--- config.mk ---
export PLATFORM = sky130hd
export DESIGN_NAME = wdalm_counter
export DESIGN_NICKNAME = d
export VERILOG_FILES = /design/src/rtl/wdalm_pkg.sv /design/src/rtl/wdalm_svc_sync.sv /design/src/rtl/wdalm_regs.sv /design/src/rtl/wdalm_core.sv /design/src/rtl/wdalm_pulse.sv /design/src/rtl/wdalm_counter.sv
export SDC_FILE = /design/constraint.sdc
export NUM_CORES = 1
export LEC_CHECK = 0
export CAP_MARGIN = 20
export CORE_MARGIN = 2
export CORE_UTILIZATION = 40
export CTS_CLUSTER_SIZE = 12
export DETAILED_ROUTE_END_ITERATION = 8
export HOLD_SLACK_MARGIN = 0.06
export PLACE_DENSITY = 0.62
export RECOVER_POWER = 100
export SLEW_MARGIN = 20
export SYNTH_ARGS = -nofsm -noshare
export SYNTH_HDL_FRONTEND = slang
export SYNTH_HIERARCHICAL = 1
export SYNTH_SLANG_ARGS = --single-unit
--- constraint.sdc ---
create_clock -name clk -period 6.6 [get_ports clk]
set_clock_uncertainty 0.05 [all_clocks]
set_input_delay 0.66 -clock clk [delete_from_list [all_inputs] [get_ports clk]]
set_output_delay 0.66 -clock clk [all_outputs]
set_load 0.05 [all_outputs]
--- src/rtl/wdalm_pkg.sv ---
// Package: shared constants and the mode encoding of the watchdog/alarm counter.
package wdalm_pkg;
    localparam int BYTE_W = 8;

    typedef enum logic {
        MODE_ALARM    = 1'b0,
        MODE_WATCHDOG = 1'b1
    } wdalm_mode_e;
endpackage

--- src/rtl/wdalm_svc_sync.sv ---
// Module: wdalm_svc_sync
// Brings the asynchronous service line into the clock domain through STAGES
// flops and raises svc_rise for one cycle on each low-to-high transition.
// Assumes STAGES >= 2.
module wdalm_svc_sync #(
    parameter int STAGES = 2
) (
    input  logic clk,
    input  logic rst_n,
    input  logic svc_in,
    output logic svc_rise
);
    logic [STAGES-1:0] sync_q;
    logic              prev_q;

    // Synchronizer chain plus one flop that holds the previous synchronized level.
    always_ff @(posedge clk) begin
        if (!rst_n) begin
            sync_q <= '0;
            prev_q <= 1'b0;
        end else begin
            sync_q <= {sync_q[STAGES-2:0], svc_in};
            prev_q <= sync_q[STAGES-1];
        end
    end

    // A rising edge is synchronized high while the previous level was low.
    assign svc_rise = sync_q[STAGES-1] & ~prev_q;
endmodule

--- src/rtl/wdalm_regs.sv ---
// Module: wdalm_regs
// Holds the seed register and the read snapshot. The seed input to the
// counter (seed_next) already carries any byte written in the current cycle.
// Assumes wr_hit and rd_hit are asserted only for a select below NBYTES.
module wdalm_regs
    import wdalm_pkg::*;
#(
    parameter int CNT_W = 24
) (
    input  logic                         clk,
    input  logic                         rst_n,
    input  logic                         wr_hit,
    input  logic                         rd_hit,
    input  logic [$clog2(CNT_W/8)-1:0]   sel,
    input  logic [BYTE_W-1:0]            wdata,
    input  logic [CNT_W-1:0]             count,
    output logic [CNT_W-1:0]             seed_next,
    output logic [BYTE_W-1:0]            rdata
);
    localparam int NBYTES = CNT_W / BYTE_W;
    localparam int SEL_W  = $clog2(NBYTES);

    logic [CNT_W-1:0] seed_q;
    logic [CNT_W-1:0] snap_q;
    logic [SEL_W-1:0] rsel_q;

    // Replace the selected seed byte when a write hits it.
    for (genvar b = 0; b < NBYTES; b++) begin : g_seed_byte
        assign seed_next[b*BYTE_W +: BYTE_W] =
            (wr_hit && sel == SEL_W'(b)) ? wdata : seed_q[b*BYTE_W +: BYTE_W];
    end

    // Seed storage.
    always_ff @(posedge clk) begin
        if (!rst_n) seed_q <= '0;
        else        seed_q <= seed_next;
    end

    // Capture the live count and the byte index on each valid read.
    always_ff @(posedge clk) begin
        if (!rst_n) begin
            snap_q <= '0;
            rsel_q <= '0;
        end else if (rd_hit) begin
            snap_q <= count;
            rsel_q <= sel;
        end
    end

    // Present the captured byte.
    always_comb begin
        rdata = '0;
        for (int b = 0; b < NBYTES; b++) begin
            if (rsel_q == SEL_W'(b)) rdata = snap_q[b*BYTE_W +: BYTE_W];
        end
    end
endmodule

--- src/rtl/wdalm_core.sv ---
// Module: wdalm_core
// The down counter. A reload wins over a tick. A tick at a count of 1 or 0
// is an expiry: alarm mode reloads the seed and keeps running, watchdog mode
// parks at 0 and stays halted until the next reload.
// Assumes tick is already gated by the enable and the rate chosen by mode.
module wdalm_core
    import wdalm_pkg::*;
#(
    parameter int CNT_W = 24
) (
    input  logic             clk,
    input  logic             rst_n,
    input  logic             reload,
    input  logic [CNT_W-1:0] reload_val,
    input  logic             tick,
    input  wdalm_mode_e      mode,
    output logic [CNT_W-1:0] count,
    output logic             expire
);
    logic halt_q;
    logic tick_ok;
    logic at_end;

    assign tick_ok = tick & ~(mode == MODE_WATCHDOG && halt_q);
    assign at_end  = (count[CNT_W-1:1] == '0);
    assign expire  = tick_ok & ~reload & at_end;

    // Count, reload and halt state.
    always_ff @(posedge clk) begin
        if (!rst_n) begin
            count  <= '0;
            halt_q <= 1'b0;
        end else if (reload) begin
            count  <= reload_val;
            halt_q <= 1'b0;
        end else if (tick_ok) begin
            if (at_end) begin
                count  <= (mode == MODE_WATCHDOG) ? '0 : reload_val;
                halt_q <= (mode == MODE_WATCHDOG);
            end else begin
                count  <= count - CNT_W'(1);
            end
        end
    end
endmodule

--- src/rtl/wdalm_pulse.sv ---
// Module: wdalm_pulse
// Fixed-length expiry pulse measured in tick periods. A start request is
// ignored while a pulse runs, so a pulse is never cut short or stretched.
// The steering choice is latched when the pulse starts.
module wdalm_pulse #(
    parameter int TICKS = 1024
) (
    input  logic clk,
    input  logic rst_n,
    input  logic start,
    input  logic tick,
    input  logic steer,
    output logic active,
    output logic done,
    output logic rst_oe,
    output logic int_oe
);
    localparam int CW = $clog2(TICKS + 1);

    logic [CW-1:0] left_q;
    logic          steer_q;

    assign active = (left_q != '0);
    assign done   = active & tick & (left_q == CW'(1));
    assign rst_oe = active & ~steer_q;
    assign int_oe = active &  steer_q;

    // Load the tick budget on start and spend one unit per tick.
    always_ff @(posedge clk) begin
        if (!rst_n) begin
            left_q  <= '0;
            steer_q <= 1'b0;
        end else if (start && !active) begin
            left_q  <= CW'(TICKS);
            steer_q <= steer;
        end else if (active && tick) begin
            left_q  <= left_q - CW'(1);
        end
    end
endmodule

--- src/rtl/wdalm_counter.sv ---
// Module: wdalm_counter (top)
// Watchdog / periodic alarm / storage down counter behind a byte register
// port. It decodes accesses, picks the tick rate, keeps the alarm flag and
// connects the counter, the seed and snapshot registers, the service
// synchronizer and the pulse timer.
// Assumes the tick inputs are single-cycle enables in the clk domain.
module wdalm_counter
    import wdalm_pkg::*;
#(
    parameter int CNT_W       = 24,
    parameter int PULSE_TICKS = 1024,
    parameter int SYNC_STAGES = 2
) (
    input  logic                        clk,
    input  logic                        rst_n,
    input  logic                        reg_wr,
    input  logic                        reg_rd,
    input  logic [$clog2(CNT_W/8)-1:0]  reg_sel,
    input  logic [7:0]                  reg_wdata,
    output logic [7:0]                  reg_rdata,
    input  logic                        cnt_en,
    input  logic                        wd_mode,
    input  logic                        steer_int,
    input  logic                        tick_1hz,
    input  logic                        tick_4khz,
    input  logic                        svc_in,
    output logic                        alarm_flag,
    output logic                        rst_oe,
    output logic                        int_oe,
    output logic                        pin_lvl
);
    localparam int NBYTES = CNT_W / BYTE_W;

    wdalm_mode_e      mode;
    logic             sel_ok, wr_hit, rd_hit;
    logic             svc_rise, reload, tick, expire;
    logic             pulse_active, pulse_done;
    logic [CNT_W-1:0] count_q, seed_next;

    assign mode    = wdalm_mode_e'(wd_mode);
    assign sel_ok  = (int'(reg_sel) < NBYTES);
    assign wr_hit  = reg_wr & sel_ok;
    assign rd_hit  = reg_rd & sel_ok;
    assign reload  = wr_hit | (cnt_en & (mode == MODE_WATCHDOG) & (rd_hit | svc_rise));
    assign tick    = cnt_en & ((mode == MODE_WATCHDOG) ? tick_4khz : tick_1hz);
    assign pin_lvl = 1'b0;

    wdalm_svc_sync #(.STAGES(SYNC_STAGES)) u_sync (
        .clk(clk), .rst_n(rst_n), .svc_in(svc_in), .svc_rise(svc_rise)
    );

    wdalm_regs #(.CNT_W(CNT_W)) u_regs (
        .clk(clk), .rst_n(rst_n), .wr_hit(wr_hit), .rd_hit(rd_hit),
        .sel(reg_sel), .wdata(reg_wdata), .count(count_q),
        .seed_next(seed_next), .rdata(reg_rdata)
    );

    wdalm_core #(.CNT_W(CNT_W)) u_core (
        .clk(clk), .rst_n(rst_n), .reload(reload), .reload_val(seed_next),
        .tick(tick), .mode(mode), .count(count_q), .expire(expire)
    );

    wdalm_pulse #(.TICKS(PULSE_TICKS)) u_pulse (
        .clk(clk), .rst_n(rst_n), .start(expire & (mode == MODE_WATCHDOG)),
        .tick(tick_4khz), .steer(steer_int), .active(pulse_active),
        .done(pulse_done), .rst_oe(rst_oe), .int_oe(int_oe)
    );

    // Alarm flag: set on expiry, cleared by the pulse ending or by an access while no pulse runs.
    always_ff @(posedge clk) begin
        if (!rst_n)                                alarm_flag <= 1'b0;
        else if (expire)                           alarm_flag <= 1'b1;
        else if (pulse_done)                       alarm_flag <= 1'b0;
        else if ((wr_hit | rd_hit) & ~pulse_active) alarm_flag <= 1'b0;
    end
endmodule

* Word-level counts from Yosys, hierarchy flattened
Cells that the tools add are included.
Widths: inputs -> output; s select.
** Storage, ports and cells
- Register bits after elaboration :: 91
- Input port bits :: 20
- Output and inout port bits :: 12
- Word-level logic and storage cells :: 76
** Operators by class
- Add/subtract/negate cells :: 2
- Order comparisons :: 1
- Equality and inequality tests :: 5
- Multiplexer cells :: 16
- Bitwise operators :: 24
- Reductions and logical operators :: 17
** Operator list (count)
- $mux 24 :: 4
- $mux 8 :: 6
- $sub 24x1->24 const B :: 1
- $logic_not 23->1 :: 1
- $mux 11 :: 2
- $and 1x1->1 :: 15
- $eq 11x1->1 const B :: 1
- $reduce_bool 11->1 :: 1
- $sub 11x1->11 const B :: 1
- $logic_and 1x1->1 :: 6
- $not 1->1 :: 6
- $eq 2x1->1 const B :: 2
- $eq 2x2->1 const B :: 2
- $logic_not 2->1 :: 2
- $mux 1 :: 4
- $reduce_bool 2->1 :: 2
- $reduce_or 2->1 :: 2
- $or 1x1->1 :: 3
- $reduce_bool 3->1 :: 1
- $lt 2x2->1 const B :: 1
- $reduce_and 2->1 :: 1
- $logic_not 1->1 :: 1

* Depth between registers and ports, before layout
- Word-level depth :: 11
- Gate-level depth with buffers :: 10
- Mapped depth without buffers :: 9

* By module
The synthesis kept the hierarchy.
** Modules (own cells, without submodules)
- wdalm_regs :: instances 1, cells an instance 218, area an instance 2338.5 µm², seq. area each 1001.0 µm²
- wdalm_core :: instances 1, cells an instance 204, area an instance 1811.7 µm², seq. area each 500.5 µm²
- wdalm_pulse :: instances 1, cells an instance 81, area an instance 679.4 µm², seq. area each 240.2 µm²
- wdalm_counter :: instances 1, cells an instance 15, area an instance 120.1 µm², seq. area each 20.0 µm²
- wdalm_svc_sync :: instances 1, cells an instance 7, area an instance 92.6 µm², seq. area each 60.1 µm²

* Least setup slack after synthesis
No wires, ideal clock.
- Path type :: input to register
- From :: input port reg_wr
- To :: register u_core.count[9]
- Setup time :: 0.116 ns
- Data arrival time :: 2.434 ns
- Required time :: 6.434 ns
- Path slack :: 4.000 ns
- Cell stages on the path :: 8
- Path buffers :: 1
- Path through :: a21boi_0 a211o_1 buf_2 clkinv_1 nand2_1 nor2_1 a32o_1 a31o_1
** On the way
- Elaborated cells between the ends (all ways) :: 9
- Those cells by class :: mux (5); bitwise (2); reduce/logical (2)
** RTL lines
- start: declaration :: line wdalm_counter.sv:16 : input logic reg_wr,
- $and 1x1->1 * :: line wdalm_counter.sv:42 : assign wr_hit = reg_wr & sel_ok;
- $or 1x1->1 * :: line wdalm_counter.sv:44 : assign reload = wr_hit | (cnt_en & (mode == MODE_WATCHDOG) & (rd_hit | svc_rise));
- named net reload :: line wdalm_counter.sv:36 : logic svc_rise, reload, tick, expire;
- $mux 24 or $reduce_bool 2->1 (tied branches)
- end signal: assignment :: line wdalm_core.sv:34 : count <= reload_val;
- end signal: assignment :: line wdalm_core.sv:38 : count <= (mode == MODE_WATCHDOG) ? '0 : reload_val;
- end signal: assignment :: line wdalm_core.sv:41 : count <= count - CNT_W'(1);
- end: declaration :: line wdalm_core.sv:17 : output logic [CNT_W-1:0] count,
Mark *: on every way through the listed nets, which the timed path passes. The rest lies on a longest branch. The select of a mux whose other input is x is not followed.
A chain may end at the register's enable or synchronous reset.

* Worst setup path after layout
- From :: input port reg_sel[1]
- To :: register u_core.count[8]
** On the way
- Elaborated cells between the ends (all ways) :: 14
- Those cells by class :: order compare (1); eq/ne (1); mux (5); bitwise (5); reduce/logical (2)
** RTL lines
- start: declaration :: line wdalm_counter.sv:18 : input logic [$clog2(CNT_W/8)-1:0] reg_sel,
- $lt 2x2->1 * :: line wdalm_counter.sv:41 : assign sel_ok = (int'(reg_sel) < NBYTES);
- $and 1x1->1 * :: line wdalm_counter.sv:43 : assign rd_hit = reg_rd & sel_ok;
- named net rd_hit :: line wdalm_counter.sv:35 : logic sel_ok, wr_hit, rd_hit;
- $or 1x1->1 * :: line wdalm_counter.sv:44
- $and 1x1->1 * :: line wdalm_counter.sv:44
- $or 1x1->1 * :: line wdalm_counter.sv:44
- named net reload :: line wdalm_counter.sv:36
- $mux 24 or $reduce_bool 2->1 (tied branches)
Marks and branches as above.

==> results.yml <==
clocking:
  clockBufferDepth: 2
  cts_tree: "yes"
  clkSinkCount: 91
  clk_latency_ps: 350
  numCtsBuffers: 9
  clkTransAtPathRegs_ps: 60
  cts.hold.buffers_added: 0
  ctsRootBufferMaster: "clkbuf_16"
  h-tree-depth: 3
  cts-resized-gates: 0
  cts_setup_buffers: 0
yosys:
  synthAdderAreaFrac_pct: 0.993
  synth_xor_area_share_pct: 0.521
  synthSimpleGateAreaFrac_pct: 24.3
  synth-seq-cells: 91
  synth_mux_area_share_pct: 17.5
  syn-cell-area_um2: 5040
  synth_edf_count: 0
  async_flop_share_pct: 0
  synth_cell_types: 83
  syn_nets: 549
  synthTopCellsByArea: "dfxtp_1, mux2i_1, mux2_2, nand2_1, nor2b_1"
  yosysTopAreaCell: "dfxtp_1"
  synth_ff_type: "dfxtp_1"
  yosys.area.top_type_share_pct: 36.1
  synth-compound-area-share_pct: 16.5
  syn_inst: 525
  yosysSeqAreaShare_pct: 36.1
  ys_warn_count: 6
  syn_avg_cell_area_um2: 9.60
  synth_top_family_by_area: "simple AND/OR/NAND/NOR gates"
critical_path:
  cp_num_buf_inv: 3
  cp-end-kind: "flip-flop"
  cp_cell_sequence: "dlygate4sd3_1 > a21boi_4 > clkbuf_1 > a211o_1 > clkinv_1 > o32ai_1 > a22oi_1 > o21ai_0"
  cpPeakStageDelay_ps: 1350
  cpLargestDelayFamily: "buffers and inverters"
  crit_type: "in -> reg"
  cp-start-kind: "primary input"
  slowest_stage: "clkbuf_1"
  worstPathRequired_ps: 6810
  critPathMaxFanout: 27
  crit_arrival_ps: 4920
floorplanning:
  die_h_um: 116
  initial_utilization_pct: 40.4
  die_w_um: 116
  core_um2: 12500
  ios: 32
  die-area_um2: 13500
  rows: 41
sta:
  report.final.slew_viol_count: 59
  hold_viol_final: 0
  tightest_slew_ps: 2710
  fin_crit_ps: 4710
  period_share_pct: 71.4
  fin_setup_tns_ps: 0
  finalSetupViolCount: 0
  rsz0062_at_grt: "false"
  fmax_mhz: 212
  relSlewSlack_pct: -81.2
finish:
  post-route-util_pct: 45.7
  nets: 565
  final_common_cell: "dfxtp_1"
  n_antenna_cell: 0
  drive_above_1_share_pct: 13.2
  area_growth_pct: 13.0
  fillers: 1200
  final_cell_mix: "dfxtp_1, mux2i_1, nand2_1"
power:
  clockPowerShare_pct: 29.1
  leakagePower_nw: 2.20
  switching_power_w: 0.000764
  seqPwrFrac_pct: 34.7
  ir_drop_mv: 0.180
  p_sw_share_pct: 37.8
  power_density_nw_per_um2: 355
  p_total_w: 0.00202
  p_comb_share_pct: 36.2
  internal-power_w: 0.00126
drt:
  vias_per_cell: 5.77
  wl_um: 13200
  wire_per_inst_um: 18.4
  drt-initial-drc-count: 392
  post-route-drc-count: 0
  first_pass_iters: 5
  via_count: 4143
  ant_nets: 0
global_route:
  grt_pass1_wl_um: 21200
  gr-total-overflow: 0
  grt_max_degree: 78
  grt_usage_pct: 20.2
  antenna_found_initial: 0
  grt_pass1_vias: 4003
hold_path:
  hold_path.class: "reg -> reg"
status:
  violations: "max-capacitance violations, max-slew violations"
  status: "complete, but fails checks"
place:
  hpwl_um: 9450
  place_congestion: 0.948
  port_buffers: 30
flow_run:
  cap_violations: 3
-- cell families after synthesis --
kind of cell	Yosys count
buf+inv	39
flops	91
xor+xnor	3
mux	85
compound gates	104
fa+ha+maj	4
other cells	1
simple gates	198
-- worst paths after layout --
path | from | endpoint | slack, ps | cells after the start
max | reg_sel[1] | u_core/count[8] | 1890 | 8
min | u_sync/sync_q[0] | u_sync/sync_q[1] | 390 | 1
max reg2reg | u_core/count[9] | u_pulse/left_q[1] | 3330 | 9
min reg2reg | u_sync/sync_q[0] | u_sync/sync_q[1] | 390 | 1
-- metrics by stage --
step | instances | area [µm²] | hold slack, ps | setup WS (ps)
finish | 718 | 5700 | 393 | 1890
global route | 718 | 5700 | 414 | 1600
CTS | 718 | 5770 | 396 | 3040
detailed placement | 702 | 5420 | 379 | 2670
global placement | 702 | 5420 | 373 | 2730
floorplan | 525 | 5040 | 356 | 4000
-- Yosys cell counts (9+ instances only) --
master    instances
dfxtp_1          91
inv_1             9
nor2b_1          32
nand2_1          59
o21ai_0          11
mux2_2           24
a21oi_1          16
buf_2             9
mux2i_1          61
nand3_1          11
nor3_1            9
nor2_1           23
and2_1            9
clkbuf_1          9
-- power groups by stage --
| stage | sequential (W) | clock [W] | combinational [W] |
|---|---|---|---|
| after floorplan | 0.000678 | 0 | 0.000602 |
| after global placement | 0.000710 | 0 | 0.000729 |
| after detailed placement | 0.000713 | 0 | 0.000733 |
| after CTS | 0.000701 | 0.000600 | 0.000737 |
| after global routing | 0.000712 | 0.000625 | 0.000792 |
| final | 0.000701 | 0.000587 | 0.000732 |
-- final cells by class --
type,instances,area (µm²),share of cell area [%]
sequential,91,1820,32.0
multi-input combinational,395,2960,52.0
clock buffer,9,225,3.95
timing repair buffer,33,314,5.51
tap,172,215,3.78
inverter,11,41.3,0.725
clock inverter,7,116,2.04
-- sequential cells by signal, indices dropped and copies added, names as in the netlist --
register and count:
u_core/count 24, u_regs/seed_q 24, u_regs/snap_q 24, u_pulse/left_q 11, u_regs/rsel_q 2, u_sync/sync_q 2, alarm_flag 1, u_core/halt_q 1
u_pulse/steer_q 1, u_sync/prev_q 1
-- metal layers --
layer | GRT usage, % | vias up | part of all wire [%]
met2 | 33.9 | 120 | 48
met4 | 8.33 | 0 | 2.3
met3 | 2.96 | 24 | 4.7
met1 | 26.0 | 2005 | 45
li1 | - | 1994 | -
met5 | 0 | - | 0
No activity file was read; power rests on OpenSTA's default activity.
